## src/rtl/reset_presence_seq.sv

```systemverilog
module reset_presence_seq #(
  parameter int PRES_MS = 450,
  parameter int RST_MS  = 31000,
  parameter int DIAG_MS = 6000,
  localparam int MAXL = (RST_MS > DIAG_MS) ? ((RST_MS > PRES_MS) ? RST_MS : PRES_MS)
                                           : ((DIAG_MS > PRES_MS) ? DIAG_MS : PRES_MS),
  localparam int CW = $clog2(MAXL + 1)
) (
  input  logic       clk,
  input  logic       rst_n,
  input  logic       start,
  input  logic [1:0] req_kind,
  input  logic       ms_tick,
  input  logic [7:0] local_code,
  input  logic       presence_n,
  input  logic       pass_n,
  output logic       done,
  output logic [7:0] diag_code,
  output logic       slave_present
);
  localparam logic [1:0] K_PWR = 2'd0, K_HW = 2'd1, K_SW = 2'd2, K_DIAG = 2'd3;
  typedef enum logic [1:0] {S_IDLE, S_PRES, S_PASS} st_t;

  st_t         st;
  logic [CW-1:0] cnt, lim;
  logic [7:0]  loc_q;
  logic        tmo;

  assign tmo = ms_tick && (cnt == lim - CW'(1));

  always_ff @(posedge clk or negedge rst_n) begin
    if (!rst_n) begin
      st <= S_IDLE;
      cnt <= '0;
      lim <= '0;
      loc_q <= '0;
      done <= 1'b0;
      diag_code <= 8'h00;
      slave_present <= 1'b0;
    end else if (start) begin
      done <= 1'b0;
      loc_q <= local_code;
      cnt <= '0;
      st <= S_IDLE;
      if (req_kind == K_PWR || req_kind == K_HW) begin
        slave_present <= 1'b0;
        lim <= CW'(PRES_MS);
        st <= S_PRES;
      end else if (slave_present) begin
        lim <= (req_kind == K_SW) ? CW'(RST_MS) : CW'(DIAG_MS);
        st <= S_PASS;
      end else begin
        diag_code <= local_code;
        done <= 1'b1;
      end
    end else begin
      case (st)
        S_PRES:
          if (!presence_n) begin
            slave_present <= 1'b1;
            lim <= CW'(RST_MS);
            cnt <= '0;
            st <= S_PASS;
          end else if (tmo) begin
            diag_code <= loc_q;
            done <= 1'b1;
            st <= S_IDLE;
          end else if (ms_tick) cnt <= cnt + CW'(1);
        S_PASS:
          if (!pass_n) begin
            diag_code <= loc_q;
            done <= 1'b1;
            st <= S_IDLE;
          end else if (tmo) begin
            diag_code <= loc_q | 8'h80;
            done <= 1'b1;
            st <= S_IDLE;
          end else if (ms_tick) cnt <= cnt + CW'(1);
        default: ;
      endcase
    end
  end

  a_r2_hw_clears: assert property (@(posedge clk) disable iff (!rst_n)
    start && (req_kind == K_PWR || req_kind == K_HW) |=> !slave_present && !done);
  a_r2_presence_source: assert property (@(posedge clk) disable iff (!rst_n)
    $rose(slave_present) |-> $past(st) == S_PRES && !$past(presence_n));
  a_r4_sw_keeps_presence: assert property (@(posedge clk) disable iff (!rst_n)
    start && req_kind == K_SW |=> slave_present == $past(slave_present));
  a_r6_diag_keeps_presence: assert property (@(posedge clk) disable iff (!rst_n)
    start && req_kind == K_DIAG |=> slave_present == $past(slave_present));
  a_r8_done_holds: assert property (@(posedge clk) disable iff (!rst_n)
    done && !start |=> done);
  a_r7_absent_no_fail_bit: assert property (@(posedge clk) disable iff (!rst_n)
    $rose(done) && !slave_present |-> diag_code == loc_q);
endmodule

```

## config.mk

```make
export PLATFORM = sky130hd
export DESIGN_NAME = reset_presence_seq
export DESIGN_NICKNAME = d
export VERILOG_FILES = /design/src/rtl/reset_presence_seq.sv
export SDC_FILE = /design/constraint.sdc
export NUM_CORES = 1
export LEC_CHECK = 0
export BUFFER_PORTS_ARGS = -buffer_cell sky130_fd_sc_hd__clkbuf_2
export CORE_ASPECT_RATIO = 2
export CORE_UTILIZATION = 53
export DETAILED_ROUTE_END_ITERATION = 10
export PLACE_DENSITY = 0.74
export SKIP_LAST_GASP = 1
export SLEW_MARGIN = 10
export SYNTH_ARGS = -nofsm -noshare
export SYNTH_HDL_FRONTEND = slang
export SYNTH_SLANG_ARGS = --single-unit
export TNS_END_PERCENT = 30
```

## constraint.sdc

```tcl
create_clock -name clk -period 2.3 [get_ports clk]
set_input_delay 0.115 -clock clk [delete_from_list [all_inputs] [get_ports clk]]
set_output_delay 0.115 -clock clk [all_outputs]
set_load 0.05 [all_outputs]
```

==> results of run 1 <==
## placed cells by master, fill, tap and decap left out, drive strengths merged, types with 4 or more instances in the layout
cell type  count
dfrtp         41
nand2         33
clkbuf        30
buf           27
mux2          15
nand3         12
o21ai         12
inv           12
o211ai        11
a21oi         10
nor2           8
nor4           8
nand4          7
nand2b         6
xnor2          6
and3           5
or4            5
or3            5
o311ai         5
a31oi          4
## power breakdown
part / internal (W) / switching, W
Combinational: 0.000320 / 0.000594
Clock: 0.000325 / 0.000259
Sequential: 0.000835 / 0.0000775
## how the worst max path moves through the flow
stage | to | slack (ps) | cells past startpoint
6_report | diag_code[0] | 8 | 7
5_1_grt | cnt[13] | -100 | 11
4_1_cts | cnt[13] | -40 | 11
3_5_place_dp | diag_code[5] | -80 | 7
3_3_place_gp | diag_code[1] | 6 | 8
2_1_floorplan | diag_code[0] | 50 | 8
## sequential cells by signal (all words and copies together), names as in the netlist
register,cells
slave_present,1
loc_q,8
lim,6
done,1
cnt,15
st,2
diag_code,8
## through the flow
step           area (um2)  cells  hold WS [ps]  total power, W
2_1_floorplan        2370    251          -181         0.00153
3_3_place_gp         2690    342           208         0.00176
3_5_place_dp         2690    342           211         0.00178
4_1_cts              2860    353          61.8         0.00241
5_1_grt              2900    353          69.4         0.00252
6_report             2900    353          72.6         0.00241
## routing by layer
metal / vias up / GRT usage
li1: 1025 / -
met1: 1027 / 0.256
met2: 57 / 0.495
met3: 26 / 0.0344
met4: 0 / 0.184
met5: - / 0
## layout make-up
type,instances,area (um2)
Timing Repair Buffer,53,338
Inverter,12,45.0
Fill cell,358,1390
Clock buffer,5,68.8
Tap cell,54,67.6
Clock inverter,3,46.3
Sequential cell,41,1030
Multi-Input combinational cell,185,1310
## repair_timing
action | CTS | global route
setup endpoints to repair | 11 | 24
resized for setup | 7 | 9
hold buffers | 1 | 0
hold endpoints to repair | 41 | 0
pin swaps | 3 | 3
buffers inserted | 2 | 0
## worst register-to-register path, stage by stage, from the launching register on
cell and delay, ps:
sky130_fd_sc_hd__dfrtp_1 400, sky130_fd_sc_hd__or3_4 390, sky130_fd_sc_hd__or3_4 370, sky130_fd_sc_hd__a22oi_2 200
sky130_fd_sc_hd__nand4_2 150, sky130_fd_sc_hd__nor2_4 140, sky130_fd_sc_hd__a41oi_4 190, sky130_fd_sc_hd__mux2_4 350
## logic make-up (layout without fill, tap and decap cells)
group                    count (synthesis)  count (layout)  synth area share
multiplexers                            17              17            0.0800
AND/OR/NAND/NOR                         97              97             0.215
XOR/XNOR                                 9               9            0.0334
flip-flops                              41              41             0.434
buffers and inverters                   25              73            0.0440
adder cells (fa/ha/maj)                  2               2            0.0106
AO/OA/AOI/OAI                           60              60             0.183
==> results by stage, run 1 <==
Run status:
- The run finished with clean final reports.

Routing:
- The routed layout has 2135 vias.
- Before antenna repair, the detailed router went through 4 iterations.
- The routed length per instance is 16.4 um.
- In the detailed route, the total length drawn on met2 is 3250 um.
- For this block, the initial DRC count from the detailed router was 44.
- The number of nets still failing antenna checks after routing is 0.
- Wires add up to 5790 um.
- The top routing layer in use is met4.
- The average vias per placed instance is 6.05.
- For this block, wires on met1 add up to 2070 um.
- Summed over all nets, wire length on met3 after detailed routing comes to 156 um.
- In the routed design, unresolved DRC markers number 0.

Setup path:
- Across all register-to-register paths, the minimum setup slack is 8 ps.
- The kind of launch point of the worst setup path is a flip-flop.
- The required arrival time at the worst endpoint is 2480 ps.
- The critical path contains buffers and inverters numbering 0 combined.
- The critical-path cell with the highest stage delay is sky130_fd_sc_hd__dfrtp_1.
- Counting cells, the worst reg-to-reg path comes to 7.
- The capturing element type of the critical path is a flip-flop.
- The critical path goes through or3_4, or3_4, a22oi_2, nand4_2, nor2_4, a41oi_4, mux2_4.
- The most used cell along the critical path is sky130_fd_sc_hd__or3_4.
- On the worst path, the slowest cell contributes a delay of 400 ps.
- The arrival time at the worst endpoint is 2470 ps.
- The worst-path maximum fanout is 8.
- The kind of cell with the highest combined delay along the critical path is simple AND/OR/NAND/NOR gates.
- The worst register-to-register path begins at lim[12].
- The endpoint identified for the worst register-to-register timing path is diag_code[0].
- The worst setup path startpoint is lim[12].
- The critical path class is flip-flop to flip-flop.

Timing:
- The relative slew slack is 0.650.
- After layout, the minimum clock period comes to 2290 ps.
- For the pin with the worst max-slew slack, the measured transition is 524 ps.
- The post-route clock skew is 11.2 ps.
- The upper clock frequency limit is 436 MHz.
- Setup violations remaining at the end of the flow were counted as 0.
- Setup repair after global routing could not meet its margin everywhere.
- The hold violation total from the final report is 0.
- The total count of max-transition violations in the final report is 0.
- Of the available clock period, the critical path in the final layout requires 0.997.
- The setup TNS is 0 ps.
- Once routing completed, OpenROAD measured the worst setup slack at 7.69 ps.

Floorplan:
- The core region is 0.00430 mm2.
- The die covers 0.00474 mm2.
- The number of core rows is 34.
- The die boundary height is 96.4 um.
- The die width is 49.2 um.
- For this configuration, the core starts out at a cell density of 0.550.
- 26 I/O pins were placed.

GRT:
- The global-route wire length before repair is 9360 um.
- The global-route total usage across every layer is 0.262.
- Entering global routing, the biggest net connects 42 pins.
- The via count of the first global-routing pass is 2113.
- For this run the aggregate overflow at the end of global routing stands at 0.
- The number of antenna violations at the first check in global routing was 0.

CTS:
- For the worst-skew pair, the clock arrives at the later sink with an insertion delay of 300 ps.
- The maximum buffer depth of the clock tree is 2.
- The cell at the root of the clock tree is sky130_fd_sc_hd__clkbuf_8.
- Buffers inserted during clock tree synthesis total 5.
- The tree built by TritonCTS fans out to 41 sinks.
- The clock transition time at the flip-flop clock pins of the worst setup and hold paths is 80 ps.
- The H-tree generated during clock tree synthesis spans 2 levels.
- The TritonCTS clock tree is yes.

Logic synthesis:
- By count the netlist is led by 41 x sky130_fd_sc_hd__dfrtp_1, 33 x sky130_fd_sc_hd__nand2_1, 15 x sky130_fd_sc_hd__mux2_2.
- The async set-or-reset flop fraction in the synthesized netlist is 1.00.
- The cell with the most instances after synthesis is sky130_fd_sc_hd__dfrtp_1.
- In this run the cell area of the synthesized design comes to 0.00236 mm2.
- After synthesis, the cell types taking the most area are sky130_fd_sc_hd__dfrtp_1 43%, sky130_fd_sc_hd__mux2_2 7.2%, sky130_fd_sc_hd__nand2_1 5.2%.
- Synthesis handed over a netlist of 251 instances.
- Synthesis inferred 41 register bits.
- The proportion of netlist area held by the largest area contributor is 0.434.
- The net count after synthesis is 269.
- The synthesized area per cell is 9.41 um2.
- The sequential share of the synthesized area is 0.434.
- For this run, the number of Yosys warnings is 0.
- The dominant cell type by area after synthesis is sky130_fd_sc_hd__dfrtp_1.
- The most used flip-flop cell after synthesis is sky130_fd_sc_hd__dfrtp_1.
- The count of unique library cells instantiated by Yosys is 48.
- The count of flip-flops with a built-in enable after synthesis is 0.

Place:
- Detailed placement finished with a half-perimeter wire length of 4290 um.
- Prior to clock tree synthesis, the placed netlist has a worst setup slack of -76.5 ps.
- The routability-driven placement congestion ratio is 0.885.
- The count of buffers added on input and output ports is 25.

Min path:
- The worst hold path begins at local_code[3].
- The worst min-delay path class is input pin to flip-flop.
- The count of cells along the worst hold path is 2.
- The end of the worst hold path is loc_q[3].

Power and ir drop:
- The power density relative to cell area is 830 mW/mm2.
- The highest ir drop seen on vdd is 0.823 mV.
- The analysis attributes to cell leakage a power of 1.29 nW.

Finish:
- The area growth from synthesis to layout is 22.9%.
- The final layout contains 316 nets.
- 0 antenna diodes ended up in the layout.
- The fraction of the core area covered by cells at the end of the flow is 0.676.
- Of the cells placed in the final design, the portion with a size suffix greater than 1 is 0.304.

Run:
- The reported max-cap violation count is 0.
(Power assumes the default switching activity.)
==> run 2: changes to the inputs <==
--- a/config.mk
+++ b/config.mk
@@ -7,9 +7,10 @@
 export LEC_CHECK = 0
 export BUFFER_PORTS_ARGS = -buffer_cell sky130_fd_sc_hd__clkbuf_2
 export CORE_ASPECT_RATIO = 2
-export CORE_UTILIZATION = 53
+export CORE_UTILIZATION = 58
+export CTS_BUF_LIST = sky130_fd_sc_hd__clkbuf_16
 export DETAILED_ROUTE_END_ITERATION = 10
-export PLACE_DENSITY = 0.74
+export PLACE_DENSITY = 0.76
 export SKIP_LAST_GASP = 1
 export SLEW_MARGIN = 10
 export SYNTH_ARGS = -nofsm -noshare
==> constraint.sdc (replaced) <==
create_clock -name clk -period 2.2 [get_ports clk]
set_input_delay 0.11 -clock clk [delete_from_list [all_inputs] [get_ports clk]]
set_output_delay 0.11 -clock clk [all_outputs]
set_load 0.05 [all_outputs]
==> run 2 against run 1 <==
- the run now ends with negative setup slack left
- utilization increased by 7.8 points
- first-iteration DRC count increased by 84%
- clock power increased by 44%
- count of clock-buffer cells in the layout unchanged
- register-to-register slack got worse by 200 ps
- final area increased by 0.78%
==> results by stage, run 2 (synthesis gave the netlist of run 1 again) <==
Run status:
- The run finished, with violations left.
- The checks that failed: negative setup slack.

Power and ir drop:
- The switching share of total power is 0.367 (-0.0187).
- The cell-internal power was 0.00174 W (+18%).
- The portion of total power attributed to the clock network is 0.305 (+0.063).
- The static power due to leakage is 1.32 nW (+2.4%).
- The logic gate share of total power came to 0.345 (-0.034).
- The sequential cell fraction of total power is 0.350 (-0.029).
- The switching power of the nets is 0.00101 W (+8.5%).
- The highest ir drop seen on vdd is 0.956 mV (+16%).
- The total chip power is 0.00275 W (+14%).
- The power density relative to cell area came to 940 mW/mm2 (+13%).

Finish:
- The share of post-route cells with drive strength above 1 is 0.291 (-0.0134).
- The most flop-heavy register is cnt.
- Leaving out fill and tap cells, the most frequent cell in the layout is sky130_fd_sc_hd__dfrtp_1.
- The flip-flop count of the largest register, all copies and words added was 15 (unchanged).
- The fraction of the core area covered by cells at the end of the flow is 0.753 (+0.0776).
- The number of nets at the end of the flow is 316 (unchanged).
- The diode insertion count for antenna repair came to 0 (unchanged).
- The largest registers in the layout are cnt (15), diag_code (8), loc_q (8).
- The library cells used most frequently in the layout, excluding fill and tap cells, are 41 x sky130_fd_sc_hd__dfrtp_1, 33 x sky130_fd_sc_hd__nand2_1, 27 x sky130_fd_sc_hd__buf_4.
- The area growth from synthesis to layout is 23.8%.

Setup path:
- The worst-path maximum fanout is 4 (-4).
- The worst setup path is captured at a flip-flop.
- The arrival time at the worst endpoint is 2610 ps (+140 ps).
- The required arrival time at the worst endpoint was 2420 ps (-60 ps).
- The kind of launch point of the worst setup path is a flip-flop.
- The critical path class is flip-flop to flip-flop.

Place:
- The total of buffers placed on input and output ports is 25 (unchanged).
- The worst setup timing slack at the placement stage is -124 ps (-47.3 ps).
- The routability-driven placement congestion ratio is 0.894 (+0.96%).
- The total half-perimeter wirelength after legalization and detailed placement was 4270 um (-0.60%).

Floorplan:
- The area of the core came to 0.00388 mm2 (-9.6%).
- The die boundary height is 92.3 um (-4.3%).
- The I/O pin count came to 26 (unchanged).
- The die width is 47.1 um (-4.2%).
- The number of core rows was 32 (-5.9%).
- The floorplan die area is 0.00435 mm2 (-8.4%).
- The effective utilization at floorplan came to 0.608 (+0.0585).

CTS:
- The total number of H-tree levels is 2 (unchanged).
- The clock latency reported for the late side of the worst-skew pair is 280 ps (-20 ps).
- The clock sink count is 41 (unchanged).
- The maximum buffer depth of the clock tree is 2 (unchanged).
- The clock transition time at the flip-flop clock pins of the worst setup and hold paths is 60 ps (-20 ps).
- The tree is rooted in a sky130_fd_sc_hd__clkbuf_16.
- The number of clock buffers inserted by TritonCTS is 5 (unchanged).
- TritonCTS built the clock tree.

Timing:
- The upper clock frequency limit came to 417 MHz (-4.4%).
- The relative slew slack was 0.657 (+0.00669).
- The post-route clock skew is 2.87 ps (-8.34 ps).
- The hold violation total from the final report was 0 (unchanged).
- The slew at the pin closest to its max-slew limit is 514 ps (-10.0 ps).
- The total count of max-transition violations in the final report came to 0 (unchanged).
- The minimum period implied by the final worst setup slack was 2400 ps (+105 ps).
- The setup-violating endpoint count in the final report was 17 (+17).
- The smallest setup slack after layout is -197 ps (-205 ps).
- The final worst-path cycle share is 1.09 (+0.0929).
- Setup repair after global routing could not meet its margin everywhere.

Routing:
- The detailed-route via count came to 2163 (+1.3%).
- The number of remaining DRC errors came to 0 (unchanged).
- The number of nets still failing antenna checks after routing is 0 (unchanged).
- The post-detailed-routing wire length is 5930 um (+2.5%).
- The number of detailed-route iterations in the first pass is 4 (unchanged).
- The routed length per instance was 16.9 um (+3.3%).
- The violation count after the first detailed-routing iteration is 81 (+84%).
- The average vias per placed instance is 6.18 (+2.2%).

Run:
- The reported max-cap violation count was 0 (unchanged).

GRT:
- The global route total overflow came to 0 (unchanged).
- The number of antenna violations at the first check in global routing came to 0 (unchanged).
- The via count of the first global-routing pass is 2132 (+0.90%).
- The global-route total usage across every layer came to 0.306 (+0.0439).
- The global-route wire length before repair is 9490 um (+1.4%).
- The pin count of the biggest net entering global routing is 42 (unchanged).

Min path:
- The worst min-delay path class is input pin to flip-flop.
## run 2: cell counts in the layout (fill, tap and decap cells not counted)
No cell type changed its count.
## run 2: final timing paths
kind                                    start  endpoint  slack [ps]  depth (start not counted)
min in group asynchronous               rst_n   lim[13]         420                          3
worst min-delay path            local_code[0]  loc_q[0]          70                          2
worst max register to register         lim[7]    cnt[7]        -200                          9
worst max-delay path                   lim[7]    cnt[7]        -200                          9
max in group asynchronous               rst_n    cnt[7]        1410                          3
worst min register to register       loc_q[6]  loc_q[6]         490                          1
## run 2: repair_timing
| action | CTS | global route |
|---|---|---|
| gates resized for setup | 3 | 5 |
| pin swaps | 0 | 0 |
| setup buffers | 0 | 0 |
| endpoints found under the setup margin | 20 | 26 |
| gates cloned | 0 | 0 |
| endpoints found under the hold margin | 41 | 0 |
| hold buffers | 1 | 0 |
## run 2: layer usage
| layer | part of all wire | global-route usage |
|---|---|---|
| met2 | 0.57 | 0.531 |
| met3 | 0.022 | 0.0413 |
| met4 | 0.040 | 0.162 |
| met1 | 0.37 | 0.332 |
| met5 | 0 | 0 |
## run 2: power groups by stage
stage               sequential [W]  clock [W]  combinational, W
floorplan                  0.00123          0          0.000362
global placement          0.000960          0          0.000887
detailed placement        0.000970          0          0.000904
CTS                       0.000959   0.000847          0.000927
global route              0.000974   0.000873           0.00101
finish                    0.000962   0.000839          0.000947
## run 2: layout make-up
type / count / area (um2)
clock buffers: 5 / 125
repair buffers: 53 / 338
inverters: 12 / 45.0
well taps: 51 / 63.8
multi-input cells: 185 / 1280
fillers: 289 / 958
clock inverters: 3 / 46.3
flip-flops and latches: 41 / 1030
## run 2: through the flow
stage                     hold WS (ps)  instance area (um2)  cells  setup TNS (ps)
after CTS                         74.5                 2900    350           -1060
after floorplan                   -186                 2370    251            -187
final                             74.9                 2930    350           -1970
after detailed placement           207                 2700    341            -996
after global placement             201                 2700    341            -375
after global routing              82.4                 2930    350           -5080
## run 2: worst max-delay path, cell delays in order, from the launching register on
cell and delay (ps):
sky130_fd_sc_hd__dfrtp_1 410, sky130_fd_sc_hd__buf_4 150, sky130_fd_sc_hd__nor3_1 270, sky130_fd_sc_hd__o21ai_0 180, sky130_fd_sc_hd__a32o_1 280, sky130_fd_sc_hd__nand2_1 170, sky130_fd_sc_hd__nor2_1 120, sky130_fd_sc_hd__buf_4 160
sky130_fd_sc_hd__or4_1 500, sky130_fd_sc_hd__nand3_1 100
==> run 3: changes to the inputs <==
--- a/config.mk
+++ b/config.mk
@@ -11,6 +11,7 @@
 export CTS_BUF_LIST = sky130_fd_sc_hd__clkbuf_16
 export DETAILED_ROUTE_END_ITERATION = 10
 export PLACE_DENSITY = 0.76
+export REMOVE_ABC_BUFFERS = 1
 export SKIP_LAST_GASP = 1
 export SLEW_MARGIN = 10
 export SYNTH_ARGS = -nofsm -noshare
==> run 3 against run 2 <==
- largest power group is now combinational logic
- first-iteration DRC count is 28% lower
- the flow still finishes with violations (negative setup slack)
- final area is 1.1% higher
- utilization is 0.84 points higher
- non-clock buffer count is 5 higher
- critical path type unchanged
- flip-flop and latch count stayed put
- global-route usage is 1.4 points higher
- sequential share of layout area is 0.34 points lower
- critical endpoint is now diag_code[4]
- routed wire length is 3.3% higher
- critical path depth is 2 lower
- combinational power is 2% higher
- worst hold slack worse by 3.6 ps
==> results by stage, run 3 (synthesis gave the netlist of run 1 again) <==
Routing:
- The routed length on met2 is 3410 um (+1.5%).
- The highest layer touched by signal routing is met4.
- The routed length on met1 is 2170 um (-1.7%).
- The met3 wire length is 250 um (+92%).
- The average vias per placed instance was 6.14 (-0.59%).
- The number of detailed-route iterations in the first pass came to 4 (unchanged).
- The number of nets still failing antenna checks after routing was 0 (unchanged).
- The violation count after the first detailed-routing iteration was 58 (-28%).
- The routed length per instance came to 17.3 um (+1.9%).
- The post-detailed-routing wire length came to 6130 um (+3.3%).
- The detailed-route via count is 2181 (+0.83%).
- The number of remaining DRC errors is 0 (unchanged).

Setup path:
- The required arrival time at the worst endpoint is 2370 ps (-50 ps).
- Among all stages on the critical path, the largest delay is contributed by sky130_fd_sc_hd__dfrtp_1.
- The register-to-register path setup slack was -230 ps (-30 ps).
- The critical path class is flip-flop to flip-flop.
- The worst register-to-register path ends at diag_code[4].
- The depth of the most critical reg-to-reg path is 7 (-2).
- The arrival time at the worst endpoint is 2590 ps (-20 ps).
- The source of the worst register-to-register timing path is lim[7].
- The total buffers and inverters traversed by the critical path is 0 (-2).
- The delay of the slowest cell on the worst path is 420 ps (-80 ps).
- The worst-path maximum fanout is 8 (+4).
- The category of cells accounting for the largest share of critical-path delay is simple AND/OR/NAND/NOR gates.
- The kind of launch point of the worst setup path is a flip-flop.
- The critical path goes through nor4_1, a21oi_1, mux2i_1, nand4_2, nor2_2, a41oi_4, mux2_4.
- The worst setup path is captured at a flip-flop.

Finish:
- The share of post-route cells with drive strength above 1 came to 0.319 (+0.0281).
- The number of nets at the end of the flow was 321 (+1.6%).
- The largest registers in the layout are cnt (15), diag_code (8), loc_q (8).
- The area taken by flip-flops and latches was 0.00103 mm2 (+0.12%).
- The most common cell after layout, fill and taps aside is sky130_fd_sc_hd__dfrtp_1.
- The footprint of the multi-input gates is 0.00130 mm2 (+1.8%).
- The final design instance area without fill came to 0.00296 mm2 (+1.1%).
- The flip-flop count of the largest register, all copies and words added is 15 (unchanged).
- The layout filler cell count is 279 (-3.5%).
- The area growth from synthesis to layout is 25.2%.
- The diode insertion count for antenna repair was 0 (unchanged).
- Counting flops per register, the top entry is cnt.
- In the layout the commonest cells are 40 x sky130_fd_sc_hd__dfrtp_1, 33 x sky130_fd_sc_hd__nand2_1, 32 x sky130_fd_sc_hd__buf_4.

CTS:
- The TritonCTS clock tree is yes.
- The clock latency reported for the late side of the worst-skew pair is 280 ps (about the same).
- The clock sink count came to 41 (unchanged).
- The total number of H-tree levels is 2 (unchanged).
- The number of clock buffers inserted by TritonCTS is 5 (unchanged).
- The clock transition time at the flip-flop clock pins of the worst setup and hold paths was 60 ps (about the same).
- The root buffer cell chosen for the clock tree is sky130_fd_sc_hd__clkbuf_16.
- The maximum buffer depth of the clock tree is 2 (unchanged).

GRT:
- The global route total overflow is 0 (unchanged).
- The number of antenna violations at the first check in global routing was 0 (unchanged).
- The via count of the first global-routing pass is 2139 (+0.33%).
- The global-route total usage across every layer came to 0.320 (+0.0140).
- The global-route wire length before repair is 9780 um (+3.1%).
- The pin count of the biggest net entering global routing is 42 (unchanged).

Floorplan:
- The I/O pin count came to 26 (unchanged).
- The area of the core is 0.00388 mm2 (unchanged).
- The effective utilization at floorplan is 0.608 (unchanged).
- The number of core rows is 32 (unchanged).
- The die width is 47.1 um (unchanged).
- The floorplan die area is 0.00435 mm2 (unchanged).
- The die boundary height is 92.3 um (unchanged).

Power and ir drop:
- The cell-internal power is 0.00163 W (-6.3%).
- The switching power of the nets is 0.00101 W (+0.14%).
- The highest ir drop seen on vdd is 0.812 mV (-15%).
- The power density relative to cell area is 893 mW/mm2 (-5.0%).
- The total chip power came to 0.00264 W (-3.9%).
- The portion of total power attributed to the clock network is 0.271 (-0.034).
- The logic gate share of total power is 0.365 (+0.020).
- The static power due to leakage is 1.35 nW (+1.9%).
- The switching share of total power is 0.383 (+0.0155).
- The sequential cell fraction of total power is 0.364 (+0.014).

Min path:
- For hold timing, the worst endpoint is loc_q[1].
- The worst min-delay path class is input pin to flip-flop.
- The worst min-delay path startpoint is local_code[1].
- The count of cells along the worst hold path was 2 (unchanged).

Timing:
- The total count of max-transition violations in the final report came to 0 (unchanged).
- The hold violation total from the final report was 0 (unchanged).
- The slew at the pin closest to its max-slew limit is 525 ps (+10.5 ps).
- The final worst-path cycle share is 1.10 (+0.0127).
- The post-route clock skew is 4.50 ps (+1.63 ps).
- The upper clock frequency limit is 412 MHz (-1.2%).
- The smallest setup slack after layout is -225 ps (-28.0 ps).
- The minimum period implied by the final worst setup slack is 2430 ps (+28.0 ps).
- The setup-violating endpoint count in the final report is 25 (+8).
- Setup repair after global routing could not meet its margin everywhere.
- The relative slew slack is 0.650 (-0.00697).

Place:
- The routability-driven placement congestion ratio came to 0.859 (-3.8%).
- The total of buffers placed on input and output ports came to 25 (unchanged).
- The total half-perimeter wirelength after legalization and detailed placement came to 4290 um (+0.57%).
- The placed standard-cell area came to 0.00271 mm2 (+0.32%).

Run status:
- The final reports fail on negative setup slack.
- The flow ran to the end, but the final reports show violations.

Run:
- The reported max-cap violation count is 0 (unchanged).
==> run 3: timing repair <==
item	in CTS	in global routing
endpoints found under the hold margin	41	0
buffers inserted	1	2
hold buffers	1	0
endpoints found under the setup margin	25	26
pin swaps	3	6
resized for setup	6	8
==> run 3: cell type report <==
type / count / area share
well taps: 51 / 0.0216
flip-flops and latches: 41 / 0.347
clock inverters: 3 / 0.00592
inverters: 12 / 0.0152
clock buffers: 5 / 0.0423
repair buffers: 58 / 0.127
multi-input cells: 185 / 0.441
==> run 3: power groups by stage <==
stage,Clock [W],Combinational (W),Sequential [W]
floorplan,0,0.000322,0.00125
global placement,0,0.000871,0.000963
detailed placement,0,0.000891,0.000968
CTS,0.000733,0.000917,0.000960
global route,0.000751,0.00102,0.000974
finish,0.000715,0.000964,0.000962
==> run 3: worst max-delay path by stage <==
stage                 start  cells past startpoint      endpoint
floorplan            lim[7]                      9         st[0]
global placement    lim[12]                      7  diag_code[1]
detailed placement   lim[7]                     10  diag_code[6]
CTS                 lim[12]                      7  diag_code[4]
global route         lim[7]                      7  diag_code[4]
finish               lim[7]                      7  diag_code[4]
==> run 3: through the flow <==
step	TNS [ps]	std cells	setup slack [ps]	util	hold slack (ps)
after global placement	-860	343	-99.6	0.698	201
after CTS	-2270	353	-161	0.746	67.9
after global routing	-6070	355	-319	0.762	77.3
after floorplan	-1040	238	-187	-	-186
final	-3580	355	-225	0.762	71.3
after detailed placement	-2390	343	-218	0.698	204
==> run 3: worst reg2reg max path: stages (launching register included) <==
cell                      delay, ps
sky130_fd_sc_hd__dfrtp_1        420
sky130_fd_sc_hd__nor4_1         390
sky130_fd_sc_hd__a21oi_1        220
sky130_fd_sc_hd__mux2i_1        350
sky130_fd_sc_hd__nand4_2        160
sky130_fd_sc_hd__nor2_2         180
sky130_fd_sc_hd__a41oi_4        230
sky130_fd_sc_hd__mux2_4         360
==> run 3: per-layer routing <==
metal,global-route usage,vias to the layer above
met4,0.181,0
met1,0.321,1045
met2,0.565,72
met5,0,-
met3,0.0571,24
li1,-,1040
